`src/rtl/pixmix_pkg.sv`:
```
package pixmix_pkg;
  typedef enum logic [1:0] {
    LYR_NONE = 2'd0,
    LYR_SPR  = 2'd1,
    LYR_BG   = 2'd2,
    LYR_TXT  = 2'd3
  } layer_e;
endpackage

```
`src/rtl/pixmix_opacity.sv`:
```
module pixmix_opacity #(
  parameter int IDX_W     = 5,
  parameter bit HAS_HOLE  = 1'b1
) (
  input  logic             vld,
  input  logic             enable,
  input  logic [IDX_W-1:0] idx,
  output logic             opaque
);
  localparam logic [IDX_W-1:0] HOLE_IDX = {IDX_W{1'b1}};

  generate
    if (HAS_HOLE) begin : g_hole
      assign opaque = vld && enable && (idx != HOLE_IDX);
    end else begin : g_flag_only
      logic unused_idx;
      assign unused_idx = ^idx;
      assign opaque = vld && enable;
    end
  endgenerate
endmodule

```
`src/rtl/pixmix_arbiter.sv`:
```
module pixmix_arbiter
  import pixmix_pkg::*;
(
  input  logic   txt_op,
  input  logic   spr_front_op,
  input  logic   bg_op,
  input  logic   spr_back_op,
  output layer_e win
);
  always_comb begin
    if (txt_op)            win = LYR_TXT;
    else if (spr_front_op) win = LYR_SPR;
    else if (bg_op)        win = LYR_BG;
    else if (spr_back_op)  win = LYR_SPR;
    else                   win = LYR_NONE;
  end
endmodule

```
`src/rtl/pixmix_addr_gen.sv`:
```
module pixmix_addr_gen
  import pixmix_pkg::*;
#(
  parameter int PAL_W  = 5,
  parameter int IDX_W  = 5,
  parameter int TIDX_W = 4,
  parameter int ADDR_W = PAL_W + IDX_W + 2
) (
  input  layer_e              win,
  input  logic [PAL_W-1:0]    spr_pal,
  input  logic [IDX_W-1:0]    spr_idx,
  input  logic [PAL_W-1:0]    bg_pal,
  input  logic [IDX_W-1:0]    bg_idx,
  input  logic [PAL_W-1:0]    txt_pal,
  input  logic [TIDX_W-1:0]   txt_idx,
  output logic [ADDR_W-1:0]   addr
);
  localparam int PAD_W = IDX_W - TIDX_W;

  logic [ADDR_W-1:0] spr_a, bg_a, txt_a;
  assign spr_a = {2'b00, spr_pal, spr_idx};
  assign bg_a  = {2'b01, bg_pal, bg_idx};
  assign txt_a = {2'b10, {PAD_W{1'b0}}, txt_pal, txt_idx};

  always_comb begin
    unique case (win)
      LYR_SPR: addr = spr_a;
      LYR_BG:  addr = bg_a;
      LYR_TXT: addr = txt_a;
      default: addr = '0;
    endcase
  end
endmodule

```
`src/rtl/pixmix_out_stage.sv`:
```
module pixmix_out_stage #(
  parameter int RGB_W = 15
) (
  input  logic           clk,
  input  logic           rst,
  input  logic           pix_valid,
  input  logic           pix_none,
  input  logic [RGB_W:0] rd_data,
  output logic           out_valid,
  output logic [RGB_W-1:0] out_rgb
);
  logic v1, none1;
  logic unused_msb;
  assign unused_msb = rd_data[RGB_W];

  always_ff @(posedge clk) begin
    if (rst) begin
      v1    <= 1'b0;
      none1 <= 1'b0;
    end else begin
      v1    <= pix_valid;
      none1 <= pix_none;
    end
  end

  always_ff @(posedge clk) begin
    if (rst) begin
      out_valid <= 1'b0;
      out_rgb   <= '0;
    end else begin
      out_valid <= v1;
      out_rgb   <= (v1 && !none1) ? rd_data[RGB_W-1:0] : '0;
    end
  end

  // idle output carries no color
  assert_idle_zero_R12: assert property (@(posedge clk) disable iff (rst)
    !out_valid |-> out_rgb == '0);
endmodule

```
`src/rtl/pix_compositor.sv`:
```
module pix_compositor
  import pixmix_pkg::*;
#(
  parameter int PAL_W       = 5,
  parameter int IDX_W       = 5,
  parameter int TIDX_W      = 4,
  parameter int RGB_W       = 15,
  parameter int CTRL_W      = 16,
  parameter int DIS_TXT_BIT = 11,
  parameter int DIS_BG_BIT  = 12,
  parameter int DIS_HI_BIT  = 13,
  parameter int ADDR_W      = PAL_W + IDX_W + 2
) (
  input  logic              clk,
  input  logic              rst,
  input  logic [CTRL_W-1:0] ctrl_word,
  input  logic              in_valid,
  input  logic              bg_vld,
  input  logic [PAL_W-1:0]  bg_pal,
  input  logic [IDX_W-1:0]  bg_idx,
  input  logic              spr_vld,
  input  logic [PAL_W-1:0]  spr_pal,
  input  logic [IDX_W-1:0]  spr_idx,
  input  logic              spr_behind,
  input  logic              txt_vld,
  input  logic [PAL_W-1:0]  txt_pal,
  input  logic [TIDX_W-1:0] txt_idx,
  output logic              pram_rd_en,
  output logic [ADDR_W-1:0] pram_addr,
  input  logic [RGB_W:0]    pram_rd_data,
  output logic              out_valid,
  output logic [RGB_W-1:0]  out_rgb
);
  logic dis_txt, dis_bg, dis_hi;
  assign dis_txt = ctrl_word[DIS_TXT_BIT];
  assign dis_bg  = ctrl_word[DIS_BG_BIT];
  assign dis_hi  = ctrl_word[DIS_HI_BIT];

  logic unused_ctrl;
  assign unused_ctrl = ^ctrl_word;

  logic txt_op, bg_op, spr_op;

  pixmix_opacity #(.IDX_W(TIDX_W), .HAS_HOLE(1'b1)) u_txt_op (
    .vld(txt_vld), .enable(!dis_txt), .idx(txt_idx), .opaque(txt_op));
  pixmix_opacity #(.IDX_W(IDX_W), .HAS_HOLE(1'b1)) u_bg_op (
    .vld(bg_vld), .enable(!dis_bg), .idx(bg_idx), .opaque(bg_op));
  pixmix_opacity #(.IDX_W(IDX_W), .HAS_HOLE(1'b0)) u_spr_op (
    .vld(spr_vld), .enable(1'b1), .idx(spr_idx), .opaque(spr_op));

  logic spr_front_op, spr_back_op;
  assign spr_front_op = spr_op && !spr_behind && !dis_hi;
  assign spr_back_op  = spr_op && spr_behind;

  layer_e win;
  pixmix_arbiter u_arb (
    .txt_op(txt_op), .spr_front_op(spr_front_op), .bg_op(bg_op),
    .spr_back_op(spr_back_op), .win(win));

  pixmix_addr_gen #(.PAL_W(PAL_W), .IDX_W(IDX_W), .TIDX_W(TIDX_W), .ADDR_W(ADDR_W)) u_addr (
    .win(win), .spr_pal(spr_pal), .spr_idx(spr_idx), .bg_pal(bg_pal), .bg_idx(bg_idx),
    .txt_pal(txt_pal), .txt_idx(txt_idx), .addr(pram_addr));

  assign pram_rd_en = in_valid;

  pixmix_out_stage #(.RGB_W(RGB_W)) u_out (
    .clk(clk), .rst(rst), .pix_valid(in_valid), .pix_none(win == LYR_NONE),
    .rd_data(pram_rd_data), .out_valid(out_valid), .out_rgb(out_rgb));

  // cycles since reset, saturating, for the latency check
  logic [1:0] warm;
  always_ff @(posedge clk) begin
    if (rst) warm <= 2'd0;
    else if (warm != 2'd2) warm <= warm + 2'd1;
  end

  assert_latency_R1: assert property (@(posedge clk) disable iff (rst)
    warm == 2'd2 |-> out_valid == $past(in_valid, 2));

  assert_txt_region_R2: assert property (@(posedge clk) disable iff (rst)
    (in_valid && txt_vld && txt_idx != {TIDX_W{1'b1}} && !ctrl_word[DIS_TXT_BIT])
      |-> pram_addr[ADDR_W-1 -: 2] == 2'b10);

  assert_txt_off_R6: assert property (@(posedge clk) disable iff (rst)
    (in_valid && ctrl_word[DIS_TXT_BIT]) |-> pram_addr[ADDR_W-1 -: 2] != 2'b10);

  assert_bg_off_R7: assert property (@(posedge clk) disable iff (rst)
    (in_valid && ctrl_word[DIS_BG_BIT]) |-> pram_addr[ADDR_W-1 -: 2] != 2'b01);
endmodule

```
`config.mk`:
```
export PLATFORM = sky130hd
export DESIGN_NAME = pix_compositor
export DESIGN_NICKNAME = d
export VERILOG_FILES = /design/src/rtl/pixmix_pkg.sv /design/src/rtl/pixmix_opacity.sv /design/src/rtl/pixmix_arbiter.sv /design/src/rtl/pixmix_addr_gen.sv /design/src/rtl/pixmix_out_stage.sv /design/src/rtl/pix_compositor.sv
export SDC_FILE = /design/constraint.sdc
export NUM_CORES = 1
export LEC_CHECK = 0
export ABC_AREA = 1
export BUFFER_PORTS_ARGS = -buffer_cell sky130_fd_sc_hd__buf_2
export CAP_MARGIN = 20
export CORE_MARGIN = 4
export CORE_UTILIZATION = 34
export DETAILED_ROUTE_END_ITERATION = 6
export PLACE_DENSITY_LB_ADDON = 0.05
export SLEW_MARGIN = 5
export SYNTH_ARGS = -nofsm -noshare
export SYNTH_HDL_FRONTEND = slang
export SYNTH_SLANG_ARGS = --single-unit
```
`constraint.sdc`:
```
create_clock -name clk -period 1.05 [get_ports clk]
set_input_delay 0.105 -clock clk [delete_from_list [all_inputs] [get_ports clk]]
set_output_delay 0.105 -clock clk [all_outputs]
set_load 0.005 [all_outputs]
```
==> impl_metrics.tcl <==
set metrics [dict create \
    r2r_setup_slack_ns 0.18 \
    drive_above_1_share 0.549 \
    core_area_um2 2520 \
    synth_nets 208 \
    yosys.area_share.simple 0.437 \
    r2r-start "u_out.v1" \
    cp_max_fo 3 \
    seq_area_um2 360 \
    fin_nets 307 \
    path_clk_slew_ns 0.09 \
    grt_overflow_total 0 \
    hold_end "u_out.out_valid" \
    drt-initial-drc-count 17 \
    synth_cells 140 \
    cap_violations 0 \
    whs_path_depth 2 \
    muxShareOfSynthArea 0 \
    finalWirelength_mm 2.78 \
    reg2reg_depth 4 \
    cp.arrival_ns 1.03 \
    cp_cell_sequence "buf_6, nor3_4, nor2_4, buf_6, nand3_2, nand2_1, inv_1, nand2_1, buf_2" \
    start_kind "input port" \
    ys_top_cells_by_count "nand2_1, inv_1, nand3_1, nor2_1, dfxtp_1" \
    grt.total_usage 0.153 \
    final_area_um2 1630 \
    hold_class "input port to register" \
    hold_start "rst" \
    cts_buffers 3 \
    worst_pin_slew_ns 0.280 \
    synth_most_common_cell "nand2_1" \
    yosys-top-cells-area "dfxtp_1, nand2_1, inv_1" \
    cts_htree_levels 1 \
    gp_congestion 0.705 \
    ys.flop_type "dfxtp_1" \
    finalClockSkew_ns 0.00189 \
    finalSetupViolations 10 \
    synth_top_family_by_area "simple AND/OR/NAND/NOR gates" \
    start_util 0.364 \
    yosys.area_share.xor_xnor 0 \
    setup.worst_path.class "input port to output pin" \
    ys_ff_latch 18 \
    peakVddDrop_mv 0.686 \
    p_per_area_nw_per_um2 905 \
    synth_top_area_cell "dfxtp_1" \
    rsz0062_at_grt "yes" \
    numPortBuffers 82 \
    syn_avg_cell_area_um2 6.55 \
    grt_max_degree 16 \
    violations "setup timing" \
    multi_input_area_um2 522 \
    n_fill_cell 246 \
    ys_seq_area_frac 0.393 \
    dieArea_um2 3590 \
    crit_path_top_delay_cell "nor3_4" \
    fp-row-count 18 \
    r2r-end "u_out.out_rgb[10]" \
    clock_latency_ns 0.28 \
    dp_hpwl_mm 2.02 \
    cts_tree "built" \
    die_y_um 59.9 \
    avgRoutedWirePerCell_um 10.4 \
    final_cells 267 \
    synth_compound_area_frac 0.00955 \
    synthAdderAreaFrac 0 \
    synth_area_um2 917 \
    dr.pass1.iters 3 \
    outcome "complete, but fails checks" \
    async_reset_ff_frac 0 \
    fmax_mhz 882 \
    synthDominantCellAreaShare 0.393 \
    synth.distinct_cells 14 \
    ant_nets 0 \
    cp.buffers_inverters 4 \
    grt_pass1_wl_mm 4.31 \
    final_util 0.648 \
    path_delay_family "simple AND/OR/NAND/NOR gates" \
    cp_slowest_stage_delay_ns 0.29 \
    grt_pass1_vias 1097 \
    fp.dieW_um 59.9 \
    cts.sinks 18 \
    antennaDiodeCount 0 \
    dpl_cell_area_um2 1390 \
    fin_ws_ns -0.0833 \
    dp_cells 255 \
    period_minus_slack_ns 1.13 \
    antenna_found_initial 0 \
    endpoint_kind "output pin" \
    avgViaCountPerCell 4.31 \
    finalCritPeriodShare 1.08 \
    place_ws_ns -0.120 \
    drv_slew 0 \
    cp.required_ns 0.94 \
    cts-root-buf "clkbuf_4" \
    finalHoldViolations 0 \
    yosys_warnings 0 \
    cts_buffer_depth 2 \
    via_count 1152 \
    drc 0 \
    p_leak_nw 0.986 \
    boundaryPins 97 \
    synth_edf_count 0 \
    area_growth_pct 78.2 \
    relSlewSlack 0.813 \
]
area by class of cell:
cell class                      instances  share of cell area
Clock buffer                            3              0.0138
Tap cell                               30              0.0230
Inverter                               34              0.0796
Sequential cell                        18               0.221
Timing Repair Buffer                   95               0.344
Multi-Input combinational cell         87               0.319
how the worst max path moves through the flow:
stage / start / to / slack (ns) / depth (start not counted)
5_1_grt: ctrl_word[13] / pram_addr[3] / -0.16 / 9
3_3_place_gp: txt_idx[2] / pram_addr[4] / -0.1 / 10
4_1_cts: spr_vld / pram_addr[3] / -0.07 / 10
2_1_floorplan: txt_idx[2] / pram_addr[0] / 0.20 / 8
6_report: ctrl_word[13] / pram_addr[5] / -0.08 / 9
3_5_place_dp: txt_idx[2] / pram_addr[6] / -0.12 / 10
layout by cell type (no fill, tap or decap), drive strengths merged:
cell         Yosys  layout
clkbuf           0       3
nand2           37      38
nor3             2       2
dfxtp           18      18
o21ai            1       1
buf              3      93
nand3           21      21
nor2            24      25
inv             34      34
dlygate4sd3      0       2
metrics by stage:
stage	hold slack [ns]	TNS, ns	power (mW)
6_report	0.0143	-0.611	1.48
5_1_grt	0.00688	-1.47	1.57
4_1_cts	-0.00380	-0.572	1.48
3_5_place_dp	0.301	-0.979	1.08
3_3_place_gp	0.297	-0.789	1.08
2_1_floorplan	0.176	0	0.885
power by group:
| group | internal (mW) | switching [mW] | leakage (nW) |
|---|---|---|---|
| logic | 0.232 | 0.220 | 0.826 |
| clock network | 0.133 | 0.186 | 0.0138 |
| registers | 0.703 | 0.00446 | 0.147 |
logic make-up after synthesis:
logic type / after synthesis
buffers and inverters: 37
AO/OA/AOI/OAI: 1
AND/OR/NAND/NOR: 84
flip-flops: 18
what timing repair did:
| action | CTS | global route |
|---|---|---|
| setup buffers | 5 | 0 |
| resized for setup | 24 | 11 |
| cloned | 2 | 0 |
| hold buffers | 2 | 0 |
| endpoints found under the setup margin | 10 | 26 |
| pin swaps | 14 | 8 |
| endpoints found under the hold margin | 1 | 0 |
per-layer routing:
layer / wire length (um) / up-vias / track usage / share of wire
met2: 1500 / 54 / 0.290 / 0.54
met3: 284 / 4 / 0.0216 / 0.10
met4: 36 / 0 / 0.0665 / 0.013
met5: 0 / - / 0 / 0
met1: 955 / 490 / 0.164 / 0.34
li1: - / 604 / - / -
state kept, by name, summed over array words and instances (netlist names):
register         cells
u_out.v1             1
u_out.none1          1
u_out.out_rgb       15
u_out.out_valid      1
Note: power is estimated with default switching activity, not from simulation.
